[config.mk]
export PLATFORM = sky130hd
export DESIGN_NAME = iir_resonator
export DESIGN_NICKNAME = d
export VERILOG_FILES = /design/src/rtl/iir_pkg.sv /design/src/rtl/iir_band_sel.sv /design/src/rtl/iir_term_stage.sv /design/src/rtl/iir_state_update.sv /design/src/rtl/iir_resonator.sv
export SDC_FILE = /design/constraint.sdc
export NUM_CORES = 1
export LEC_CHECK = 0
export BUFFER_PORTS_ARGS = -buffer_cell sky130_fd_sc_hd__buf_2
export CAP_MARGIN = 15
export CORE_ASPECT_RATIO = 0.9
export CORE_MARGIN = 2
export CORE_UTILIZATION = 58
export DETAILED_ROUTE_END_ITERATION = 8
export PLACE_DENSITY = 0.77
export SETUP_SLACK_MARGIN = 0.05
export SLEW_MARGIN = 5
export SYNTH_ARGS = -nofsm -noshare
export SYNTH_HDL_FRONTEND = slang
export SYNTH_SLANG_ARGS = --single-unit
[constraint.sdc]
create_clock -name clk -period 6.2 [get_ports clk]
set_input_delay 0.31 -clock clk [delete_from_list [all_inputs] [get_ports clk]]
set_output_delay 0.31 -clock clk [all_outputs]
set_load 0.02 [all_outputs]
[src/rtl/iir_pkg.sv]
package iir_pkg;

    localparam int SMP_W    = 16;
    localparam int ST_W     = 24;
    localparam int CF_W     = 16;
    localparam int CF_FRAC  = 14;
    localparam int NSETS    = 8;
    localparam int IDX_W    = $clog2(NSETS);
    localparam int EXT      = ST_W - SMP_W;
    localparam int PROD_W   = ST_W + CF_W;
    localparam int TERM_W   = PROD_W - CF_FRAC;
    localparam int SUM_W    = TERM_W + 2;
    localparam int RND_W    = ST_W + 1;
    localparam int SHR_W    = RND_W;

    localparam int GAIN_Q   = 8192;
    localparam int FB2_Q    = -14336;
    localparam int FB1_BASE = 24576;
    localparam int FB1_STEP = 4096;

    typedef logic signed [SMP_W-1:0]  smp_t;
    typedef logic signed [ST_W-1:0]   st_t;
    typedef logic signed [CF_W-1:0]   cf_t;
    typedef logic signed [PROD_W-1:0] prod_t;
    typedef logic signed [TERM_W-1:0] term_t;
    typedef logic signed [SUM_W-1:0]  sum_t;
    typedef logic [IDX_W-1:0]         idx_t;

    typedef enum logic [1:0] {
        STEP_HOLD = 2'd0,
        STEP_RAISE = 2'd1,
        STEP_LOWER = 2'd2
    } step_e;

    typedef struct packed {
        cf_t gain;
        cf_t fb1;
        cf_t fb2;
    } coef_set_t;

    typedef struct packed {
        term_t t_in;
        term_t t_fb1;
        term_t t_fb2;
    } terms_t;

    function automatic coef_set_t coef_lookup(idx_t k);
        coef_set_t c;
        c.gain = cf_t'(GAIN_Q);
        c.fb2  = cf_t'(FB2_Q);
        c.fb1  = cf_t'(FB1_BASE - FB1_STEP * int'(k));
        return c;
    endfunction

    function automatic step_e decode_step(logic up, logic dn);
        if (up && !dn)
            return STEP_RAISE;
        else if (dn && !up)
            return STEP_LOWER;
        else
            return STEP_HOLD;
    endfunction

    function automatic term_t scaled_product(st_t a, cf_t c);
        prod_t p;
        p = prod_t'(a) * prod_t'(c);
        return term_t'(p >>> CF_FRAC);
    endfunction

    function automatic st_t sat_state(sum_t v);
        logic [SUM_W-ST_W:0] top;
        top = v[SUM_W-1:ST_W-1];
        if ((top == '0) || (top == '1))
            return v[ST_W-1:0];
        else if (v[SUM_W-1])
            return {1'b1, {(ST_W-1){1'b0}}};
        else
            return {1'b0, {(ST_W-1){1'b1}}};
    endfunction

    function automatic smp_t round_out(st_t s);
        logic signed [RND_W-1:0] r;
        logic signed [SHR_W-1:0] q;
        logic [SHR_W-SMP_W:0]    top;
        r   = RND_W'(s) + RND_W'(1 <<< (EXT - 1));
        q   = r >>> EXT;
        top = q[SHR_W-1:SMP_W-1];
        if ((top == '0) || (top == '1))
            return q[SMP_W-1:0];
        else if (q[SHR_W-1])
            return {1'b1, {(SMP_W-1){1'b0}}};
        else
            return {1'b0, {(SMP_W-1){1'b1}}};
    endfunction

endpackage

[src/rtl/iir_band_sel.sv]
module iir_band_sel
    import iir_pkg::*;
#(
    parameter int SETS = NSETS
) (
    input  logic clk,
    input  logic rst,
    input  logic step_up,
    input  logic step_dn,
    output idx_t idx
);
    localparam idx_t TOP = idx_t'(SETS - 1);

    step_e step;
    idx_t  idx_q;

    always_comb step = decode_step(step_up, step_dn);

    always_ff @(posedge clk) begin
        if (rst) begin
            idx_q <= '0;
        end else begin
            unique case (step)
                STEP_RAISE: if (idx_q != TOP) idx_q <= idx_q + idx_t'(1);
                STEP_LOWER: if (idx_q != '0)  idx_q <= idx_q - idx_t'(1);
                default:    idx_q <= idx_q;
            endcase
        end
    end

    assign idx = idx_q;
endmodule

[src/rtl/iir_term_stage.sv]
module iir_term_stage
    import iir_pkg::*;
(
    input  logic      clk,
    input  logic      rst,
    input  logic      in_valid,
    input  smp_t      x,
    input  st_t       s1,
    input  st_t       s2,
    input  coef_set_t coef,
    output terms_t    terms,
    output logic      t_valid
);
    st_t    x_ext;
    terms_t nxt;

    always_comb begin
        x_ext     = st_t'({x, {EXT{1'b0}}});
        nxt.t_in  = scaled_product(x_ext, coef.gain);
        nxt.t_fb1 = scaled_product(s1, coef.fb1);
        nxt.t_fb2 = scaled_product(s2, coef.fb2);
    end

    always_ff @(posedge clk) begin
        if (rst) begin
            terms   <= '0;
            t_valid <= 1'b0;
        end else begin
            t_valid <= in_valid;
            if (in_valid) terms <= nxt;
        end
    end
endmodule

[src/rtl/iir_state_update.sv]
module iir_state_update
    import iir_pkg::*;
(
    input  logic   clk,
    input  logic   rst,
    input  logic   t_valid,
    input  terms_t terms,
    output st_t    s1,
    output st_t    s2,
    output smp_t   y,
    output logic   y_valid
);
    sum_t total;
    st_t  nxt_state;

    always_comb begin
        total = sum_t'(terms.t_in) + sum_t'(terms.t_fb1) + sum_t'(terms.t_fb2);
        nxt_state = sat_state(total);
    end

    always_ff @(posedge clk) begin
        if (rst) begin
            s1      <= '0;
            s2      <= '0;
            y       <= '0;
            y_valid <= 1'b0;
        end else begin
            y_valid <= t_valid;
            if (t_valid) begin
                s2 <= s1;
                s1 <= nxt_state;
                y  <= round_out(nxt_state);
            end
        end
    end
endmodule

[src/rtl/iir_resonator.sv]
module iir_resonator
    import iir_pkg::*;
(
    input  logic                  clk,
    input  logic                  rst,
    input  logic                  in_valid,
    input  logic signed [15:0]    in_smp,
    input  logic                  step_up,
    input  logic                  step_dn,
    output logic signed [15:0]    out_smp,
    output logic                  out_valid,
    output logic [2:0]            band_idx
);
    idx_t      idx;
    coef_set_t coef;
    terms_t    terms;
    logic      t_valid;
    st_t       s1;
    st_t       s2;
    smp_t      y;
    logic      y_valid;

    iir_band_sel #(.SETS(NSETS)) u_sel (
        .clk     (clk),
        .rst     (rst),
        .step_up (step_up),
        .step_dn (step_dn),
        .idx     (idx)
    );

    always_comb coef = coef_lookup(idx);

    iir_term_stage u_terms (
        .clk      (clk),
        .rst      (rst),
        .in_valid (in_valid),
        .x        (in_smp),
        .s1       (s1),
        .s2       (s2),
        .coef     (coef),
        .terms    (terms),
        .t_valid  (t_valid)
    );

    iir_state_update u_upd (
        .clk     (clk),
        .rst     (rst),
        .t_valid (t_valid),
        .terms   (terms),
        .s1      (s1),
        .s2      (s2),
        .y       (y),
        .y_valid (y_valid)
    );

    assign out_smp   = y;
    assign out_valid = y_valid;
    assign band_idx  = idx;
endmodule

Word level (Yosys, flattened, before mapping)
Index checks and enable logic that the tools add are counted.
{"block": "totals", "rom_bits": 0, "latchBits": 0, "ramBits": 0, "inputBits": 21, "register_bits": 136, "wordCells": 44, "output_inout_bits": 20, "n_memories": 0}
{"block": "op_classes", "n_shift": 0, "order_cmp": 0, "n_eq_ne": 7, "multipliers": 2, "n_reduce_logical": 11, "bitwise_logic": 0, "mux": 9, "n_div": 0, "addsub": 6}
{"operator": "two-way mux 24 bit", "n": 2}
{"operator": "multiplier 24 x 16 -> 40 bit", "n": 1}
{"operator": "two-way mux 16 bit", "n": 2}
{"operator": "adder 27 x 25 -> 28 bit", "n": 1}
{"operator": "multiplier 24 x 4 -> 28 bit, second input constant", "n": 1}
{"operator": "adder 23 x 26 -> 27 bit", "n": 1}
{"operator": "adder 24 x 9 -> 25 bit, second input constant", "n": 1}
{"operator": "subtractor 15 x 15 -> 16 bit, first input constant", "n": 1}
{"operator": "== test 10 bit, second input constant", "n": 1}
{"operator": "logical NOT 10 bit", "n": 1}
{"operator": "two-way mux 3 bit", "n": 2}
{"operator": "one-hot mux 3 bit (2 select lines)", "n": 1}
{"operator": "== test 5 bit, second input constant", "n": 1}
{"operator": "logical NOT 5 bit", "n": 1}
{"operator": "two-way mux 2 bit", "n": 2}
{"operator": "!= test 2 x 1 -> 1 bit, second input constant", "n": 2}
{"operator": "adder 3 x 1 -> 3 bit, second input constant", "n": 1}
{"operator": "!= test 3 bit, second input constant", "n": 1}
{"operator": "AND reduction 3 bit", "n": 1}
{"operator": "nonzero test 3 bit", "n": 1}
{"operator": "subtractor 3 x 1 -> 3 bit, second input constant", "n": 1}
{"operator": "== test 2 x 1 -> 1 bit, second input constant", "n": 1}
{"operator": "== test 2 bit, second input constant", "n": 1}
{"operator": "logical AND 1 bit", "n": 2}
{"operator": "other kinds (3)", "n": 5}

Longest topological paths before layout
Gate-level depths: netlist of run 1.
{"block": "depth", "ltp_word": 9, "ltp_mapped": 28, "ltp_nobuf": 25}

By module
Synthesis of run 1 repeated with hierarchy kept, for this count alone.
{"block": "unflattened", "cells_unflattened": 4878, "hier_area_um2": 44068.5}
{"mod": "iir_term_stage", "seq_area_each_um2": 1581.5, "cells_each": 4243, "area_each_um2": 38558.2, "instances": 1}
{"mod": "iir_state_update", "seq_area_each_um2": 1301.2, "cells_each": 605, "area_each_um2": 5235.0, "instances": 1}
{"mod": "iir_band_sel", "seq_area_each_um2": 60.1, "cells_each": 24, "area_each_um2": 236.5, "instances": 1}
{"mod": "iir_resonator", "seq_area_each_um2": 0.0, "cells_each": 6, "area_each_um2": 38.8, "instances": 1}

Least setup slack after synthesis of run 1
Ideal clock, no wire load.
{"block": "synth_timing", "kind": "register to register", "startpoint": "register u_sel.idx_q[0] (netlist: u_sel.idx[0])", "endpoint": "register u_terms.terms[51] (netlist name)", "stages_incl_launch_ff": 29, "setup_slack_ns": -0.682, "arrival_ns": 6.797, "setup_ns": 0.086, "required_ns": 6.114, "period_less_slack_ns": 6.882, "n_path_buf": 3, "cell_sequence": "dfxtp_1 > clkbuf_1 > clkbuf_1 > inv_1 > ha_1 > clkbuf_1 > nor2b_1 > fa_1 > inv_1 > fa_1 > inv_1 > ha_1 > ha_1 > ha_1 > ha_1 > ha_1 > inv_1 > fa_1 > nor2b_1 > o21a_1 > o21ai_0 > a211oi_1 > o311ai_0 > a31oi_1 > or4_1 > a31oi_1 > o21ai_0 > xnor2_1 > a211oi_1"}
{"block": "synth_via", "elab_chain_len": 2}
{"element": "start: declaration", "line_no": "iir_band_sel.sv:15", "source": "idx_t idx_q;"}
{"element": "start signal: assignment", "line_no": "iir_band_sel.sv:24", "source": "STEP_RAISE: if (idx_q != TOP) idx_q <= idx_q + idx_t'(1);"}
{"element": "start signal: assignment", "line_no": "iir_band_sel.sv:25", "source": "STEP_LOWER: if (idx_q != '0) idx_q <= idx_q - idx_t'(1);"}
{"element": "start signal: assignment", "line_no": "iir_band_sel.sv:26", "source": "default: idx_q <= idx_q;"}
{"element": "subtractor 15 x 15 -> 16 bit", "line_no": "iir_pkg.sv:51", "source": "c.fb1 = cf_t'(FB1_BASE - FB1_STEP * int'(k));"}
{"element": "multiplier 24 x 16 -> 40 bit", "line_no": "iir_pkg.sv:66", "source": "p = prod_t'(a) * prod_t'(c);"}
Every way passes these cells.
A chain may end at the register's enable or synchronous reset.

Worst setup path in the final report of run 1
{"block": "layout_timing", "startpoint": "register u_sel.idx_q[0] (netlist: u_sel.idx[0])", "endpoint": "register u_terms.terms[51] (netlist name)"}
{"block": "layout_via", "elab_chain_len": 2}
{"element": "subtractor 15 x 15 -> 16 bit", "line_no": "iir_pkg.sv:51"}
{"element": "multiplier 24 x 16 -> 40 bit", "line_no": "iir_pkg.sv:66"}
Every way passes these cells.

==> flow_metrics.tcl, run 1 <==
set metrics [dict create \
    power.density_nw_per_um2 369 \
    dpl_cell_area_sq_um 14100 \
    clkTransAtPathRegs_ns 0.07 \
    clk-insertion-delay-late_ns 0.44 \
    cpPeakStageDelay_ns 0.56 \
    hold_viol 0 \
    finalCriticalPeriod_ns 5.90 \
    dieArea_sq_um 24800 \
    critPathLaunchType "flip-flop" \
    diodes 0 \
    netlist_area_sq_um 13600 \
    ys_async_sr_fraction_pct 0 \
    area_delta_synth_final_pct 9.74 \
    portBuffers 40 \
    ios 41 \
    cts_buffer_depth 2 \
    ir_drop_mv 0.256 \
    arrival_ns 6.25 \
    grt_pass1_vias 10800 \
    worst_slew_pin_slew_ns 1.03 \
    ant_nets 0 \
    max_freq_ghz 0.169 \
    nNetsFinal 1891 \
    synth_nets 1873 \
    relSlewSlack_pct 31.4 \
    hold_buffers 0 \
    min_path_type "in2reg" \
    synth_area_leader_cell "ha_1" \
    rsz0062_at_grt "no" \
    crit_family "adder cells" \
    cpMostUsedCell "ha_1" \
    antenna_found_initial 0 \
    drt-initial-drc-count 736 \
    initial_core_util_pct 58.8 \
    vias_per_cell 5.99 \
    final-setup-viol-count 0 \
    drv_cap 0 \
    finalWirelength_um 33900 \
    endpoint_kind "flip-flop" \
    synth_cell_type_count 75 \
    fin_tns_setup_ns 0 \
    drive_above_1_share_pct 10.2 \
    htreeDepth 4 \
    syn_area_per_cell_sq_um 8.77 \
    period_share_pct 95.2 \
    synth_edf_count 0 \
    cts_tree "built" \
    grt_pass1_wl_um 55600 \
    synth-main-ff-cell "dfxtp_1" \
    track_usage_pct 27.7 \
    grt-ovfl-total 0 \
    cts_root_buffer "clkbuf_16" \
    synth_area_leaders "ha_1 21%, dfxtp_1 20%, fa_1 10%, mux2i_1 6.2%, nor2_1 5.0%" \
    finalMaxSlewViolations 0 \
    core_sq_um 23200 \
    synth-seq-cells 136 \
    path_class "reg2reg" \
    syn-instance-count 1555 \
    p_leak_nw 7.37 \
    clock-sinks 136 \
    vias 11300 \
    cpMaxStageDelayCell "or4_1" \
    post_drt_wl_per_cell_um 17.9 \
    die-height_um 149 \
    die_width_um 166 \
    crit_path_max_fanout 5 \
    yosys_warnings 0 \
    skew_ns 0.0152 \
    synth_seq_area_share_pct 20.0 \
    fin_area_sq_um 15000 \
    status "finished, final reports clean" \
    drt-pass1-iter-count 7 \
    cts_buffers 17 \
    critPathBufInv 3 \
    synth_top_area_share_pct 20.7 \
    place_congestion 0.927 \
    drc 0 \
    grt_max_degree 62 \
    crit_required_ns 6.55 \
    rows 53 \
    hpwl_um 26000 \
]
## metal layers
layer | vias to the layer above | part of all wire [%] | track usage, % | wire length (um)
met2 | 353 | 45 | 43.6 | 15100
met5 | - | 0 | 0 | 0
met1 | 5453 | 48 | 40.2 | 16300
met4 | 0 | 1.8 | 7.22 | 606
met3 | 46 | 5.4 | 3.94 | 1840
li1 | 5461 | - | - | -
## sequential cells by signal (all words and copies together) (netlist names)
name / flops
u_terms.terms: 67
u_upd.s1: 24
u_sel.idx: 3
u_terms.t_valid: 1
u_upd.y_valid: 1
u_upd.s2: 24
u_upd.y: 16
## tightest hold or removal path: cells and delay by family
family,cells,cell delay [ns]
muxes,1,0.05
and+or+nand+nor,1,0.07
buffers and inverters,1,0.07
## final timing paths
check                     from           endpoint  slack, ns  depth (start not counted)
setup / recovery  u_sel.idx[0]  u_terms.terms[51]       0.30                         25
hold / removal       in_smp[3]  u_terms.terms[62]       0.10                          3
setup reg to reg  u_sel.idx[0]  u_terms.terms[51]       0.30                         25
hold reg to reg    u_upd.y[15]        u_upd.y[15]       0.47                          2
## metrics by stage
| stage | cells | util (%) | total power (W) | hold slack [ns] | setup WS (ns) |
|---|---|---|---|---|---|
| after detailed placement | 1852 | 61.0 | 0.00430 | 0.460 | 0.0562 |
| final | 1888 | 64.5 | 0.00553 | 0.103 | 0.299 |
| after floorplan | 1555 | - | 0.00347 | 0.446 | 0.0531 |
| after global placement | 1852 | 61.0 | 0.00423 | 0.457 | 0.225 |
| after CTS | 1885 | 63.6 | 0.00542 | 0.0990 | 0.0542 |
| after global routing | 1888 | 64.5 | 0.00593 | 0.104 | 0.0506 |
## cell usage in the layout, fill, tap and decap left out, types with 6 or more instances in the layout
master     instances
xor2_1            28
or2_2              7
buf_2             38
o21ai_0           40
or3_1              7
a211oi_2          11
and2_1            34
dfxtp_1          132
ha_1             219
buf_4             26
o211ai_1          11
nand4_1            7
a41oi_1            8
xnor2_1           47
clkbuf_16         17
a211oi_1          30
inv_1            134
nand3_1           27
a311oi_1           6
nor2b_1           28
and3_1            10
a21oi_1           80
a21o_1            28
nor2_1           181
o21bai_1           9
o21ai_1            6
fa_1              70
o21a_1            13
nor3_1            32
nand2b_1          23
mux2i_1           84
nand2_1           71
o41ai_1            8
o31ai_1            6
## timing repair
item                                   CTS  global route
setup buffers                            1             3
setup endpoints to repair                1             7
endpoints found under the hold margin    0             0
gates cloned                             0             0
gates resized for setup                  1            30
pin swaps                                1            12
## Yosys cell counts (6+ instances only)
cell,number
xor2_1,28
a21o_1,28
a211oi_2,11
nor2_1,182
a21oi_1,82
a41oi_1,8
o211ai_1,11
xnor2_1,48
o21a_1,13
o41ai_1,8
or2_2,7
a211oi_1,31
nor3_1,33
ha_1,226
nand2b_1,23
nand4_1,7
nand2_1,71
or3_1,8
and3_1,10
and2_1,35
inv_1,136
buf_1,7
a311oi_1,6
o21ai_0,42
fa_1,71
nand3_1,28
dfxtp_1,136
o31ai_1,7
mux2i_1,84
clkbuf_1,58
nor2b_1,28
o21bai_1,9
## where the power goes
group	total (W)	switching, W	internal [W]	leakage, nW
combinational	0.00325	0.00200	0.00124	5.95
sequential	0.00118	0.000167	0.00101	1.12
clock	0.00110	0.000484	0.000615	0.297
## kinds of logic after synthesis
| logic type | count (synthesis) | share of synthesized area [%] |
|---|---|---|
| AO/OA/AOI/OAI | 308 | 16.4 |
| XOR/XNOR | 77 | 5.00 |
| adder cells (fa/ha/maj) | 297 | 31.2 |
| buffers and inverters | 203 | 5.65 |
| flip-flops | 136 | 20.0 |
| multiplexers | 84 | 6.17 |
| AND/OR/NAND/NOR | 450 | 15.7 |
## final cells by class
class                           instances  area [sq um]
Clock inverter                         14           181
Sequential cell                       136          2740
Clock buffer                           18           429
Tap cell                              302           378
Timing Repair Buffer                   66           417
Inverter                              136           510
Fill cell                            1914          8250
Multi-Input combinational cell       1216         10300
Note: power is estimated with default switching activity, not from simulation.
==> run 2: changes to the inputs <==
Settings changed: REMOVE_ABC_BUFFERS set to 1.
==> run 2 against run 1 <==
  * Clock skew fell by 0.0045 ns
  * Register-to-register slack got worse by 0.08 ns
  * Non-clock buffer count rose by 11
  * Cell area rose by 0.28%
  * Hold slack improved by 0.013 ns
  * Core utilization rose by 0.18 points
  * Combinational power barely moved
  * Largest cell class unchanged
  * Highest routed layer unchanged
==> flow_metrics.tcl, run 2 (synthesized netlist as in run 1, its figures left out) <==
set metrics [dict create \
    finalMaxSlewViolations 0 \
    clkTransAtPathRegs_ns 0.06 \
    regMostFlops "u_terms.terms" \
    p_sw_w 0.00257 \
    crit_path_max_fanout 5 \
    drc 0 \
    combPwrFrac_pct 60.0 \
    final-setup-viol-count 0 \
    place_congestion 0.978 \
    ant_nets 0 \
    skew_ns 0.0106 \
    cpMaxStageDelayCell "or4_4" \
    final_common_cell "ha_1" \
    cts_buffers 17 \
    area_delta_synth_final_pct 10.0 \
    antenna_found_initial 0 \
    p_seq_share_pct 21.5 \
    fin_tns_setup_ns 0 \
    arrival_ns 6.27 \
    hold_buffers 0 \
    min_path_type "in2reg" \
    core_sq_um 23200 \
    die_width_um 166 \
    clkPwrFrac_pct 18.5 \
    max_freq_ghz 0.167 \
    worst_slew_pin_slew_ns 0.922 \
    rsz0062_at_grt "no" \
    drive_above_1_share_pct 10.8 \
    initial_core_util_pct 58.8 \
    largest_register_ffs 67 \
    crit_required_ns 6.49 \
    critPathLaunchType "flip-flop" \
    power.density_nw_per_um2 361 \
    fin_area_sq_um 15000 \
    fin_hold_ws_ns 0.116 \
    die-height_um 149 \
    vias 11300 \
    diodes 0 \
    finalWirelength_um 32500 \
    ios 41 \
    hpwl_um 25100 \
    grt_pass1_vias 10600 \
    relSlewSlack_pct 37.6 \
    mostFrequentLayoutCells "217 x ha_1, 181 x nor2_1, 135 x inv_1" \
    drt-initial-drc-count 733 \
    cts_buffer_depth 2 \
    track_usage_pct 26.1 \
    intPower_w 0.00284 \
    ir_drop_mv 0.266 \
    htreeDepth 4 \
    hold_viol 0 \
    clock-sinks 136 \
    nFillCells 1907 \
    period_share_pct 96.4 \
    reg.largest.list "u_terms.terms (67), u_upd.s1 (24), u_upd.s2 (24)" \
    grt-ovfl-total 0 \
    status "finished, final reports clean" \
    vias_per_cell 5.93 \
    endpoint_kind "flip-flop" \
    dpl_cell_area_sq_um 14200 \
    cpPeakStageDelay_ns 0.56 \
    path_class "reg2reg" \
    grt_pass1_wl_um 52600 \
    ff_latch_area_sq_um 2730 \
    dieArea_sq_um 24800 \
    nNetsFinal 1902 \
    drt-pass1-iter-count 5 \
    cts_tree "built" \
    finalCriticalPeriod_ns 5.98 \
    switching_share_pct 47.4 \
    rows 53 \
    multi_input_area_sq_um 10300 \
    grt_max_degree 55 \
    cts_root_buffer "clkbuf_16" \
    drv_cap 0 \
    p_leak_nw 7.39 \
    clk-insertion-delay-late_ns 0.43 \
    post_drt_wl_per_cell_um 17.1 \
    portBuffers 40 \
]
[run 2: cell count changes in the layout (fill, tap and decap cells not counted), moves of 2 or more]
cell,previous run,this run
clkinvlp_4,1,4
ha_4,5,7
ha_1,219,217
a31oi_4,1,3
clkinv_2,0,3
dfxtp_4,3,1
inv_8,4,0
buf_4,26,38
[run 2: critical path: cells and delay by family (launching register included)]
family,cells,cell delay (ns)
buf+inv,6,0.65
mux,1,0.15
xor+xnor,2,0.19
simple gates,4,0.84
fa+ha+maj,9,2.67
compound gates,6,1.04
flops,1,0.34
[run 2: what timing repair did]
action                                  CTS  global route
gates cloned                              0             1
buffers inserted                          0             2
resized for setup                         3            30
pin swaps                                 1            12
endpoints found under the setup margin    2             6
[run 2: cell type report]
| class | instances | area share, % |
|---|---|---|
| inverters | 136 | 3.40 |
| repair buffers | 77 | 3.24 |
| multi-input cells | 1216 | 68.9 |
| flip-flops and latches | 136 | 18.2 |
| clock buffers | 18 | 3.00 |
| clock inverters | 13 | 0.792 |
| well taps | 302 | 2.52 |
[run 2: metal layers]
layer	routed length, um	track usage [%]
met4	1100	9.65
met2	15200	44.3
met1	14400	34.0
met5	0	0
met3	1760	3.99
[run 2: power by group through the flow]
stage	registers (W)	clock network [W]	logic, W
after floorplan	0.00117	0	0.00223
after global placement	0.00118	0	0.00305
after detailed placement	0.00118	0	0.00312
after CTS	0.00117	0.00100	0.00315
after global routing	0.00118	0.00104	0.00358
final	0.00117	0.000999	0.00325
[run 2: final timing paths]
path / endpoint / cells past startpoint / from / slack, ns
setup / recovery: u_terms.terms[49] / 28 / u_sel.idx[0] / 0.22
hold / removal: u_terms.terms[65] / 3 / in_smp[6] / 0.12
setup reg to reg: u_terms.terms[49] / 28 / u_sel.idx[0] / 0.22
hold reg to reg: u_upd.y[15] / 2 / u_upd.y[15] / 0.48
[run 2: through the flow]
stage | power [W] | util (%) | cells | worst slack, ns
6_report | 0.00541 | 64.7 | 1898 | 0.224
2_1_floorplan | 0.00341 | - | 1488 | -0.654
5_1_grt | 0.00580 | 64.7 | 1898 | 0.0179
4_1_cts | 0.00532 | 63.8 | 1895 | 0.0851
3_5_place_dp | 0.00430 | 61.3 | 1864 | -0.0903
3_3_place_gp | 0.00423 | 61.3 | 1864 | 0.0316
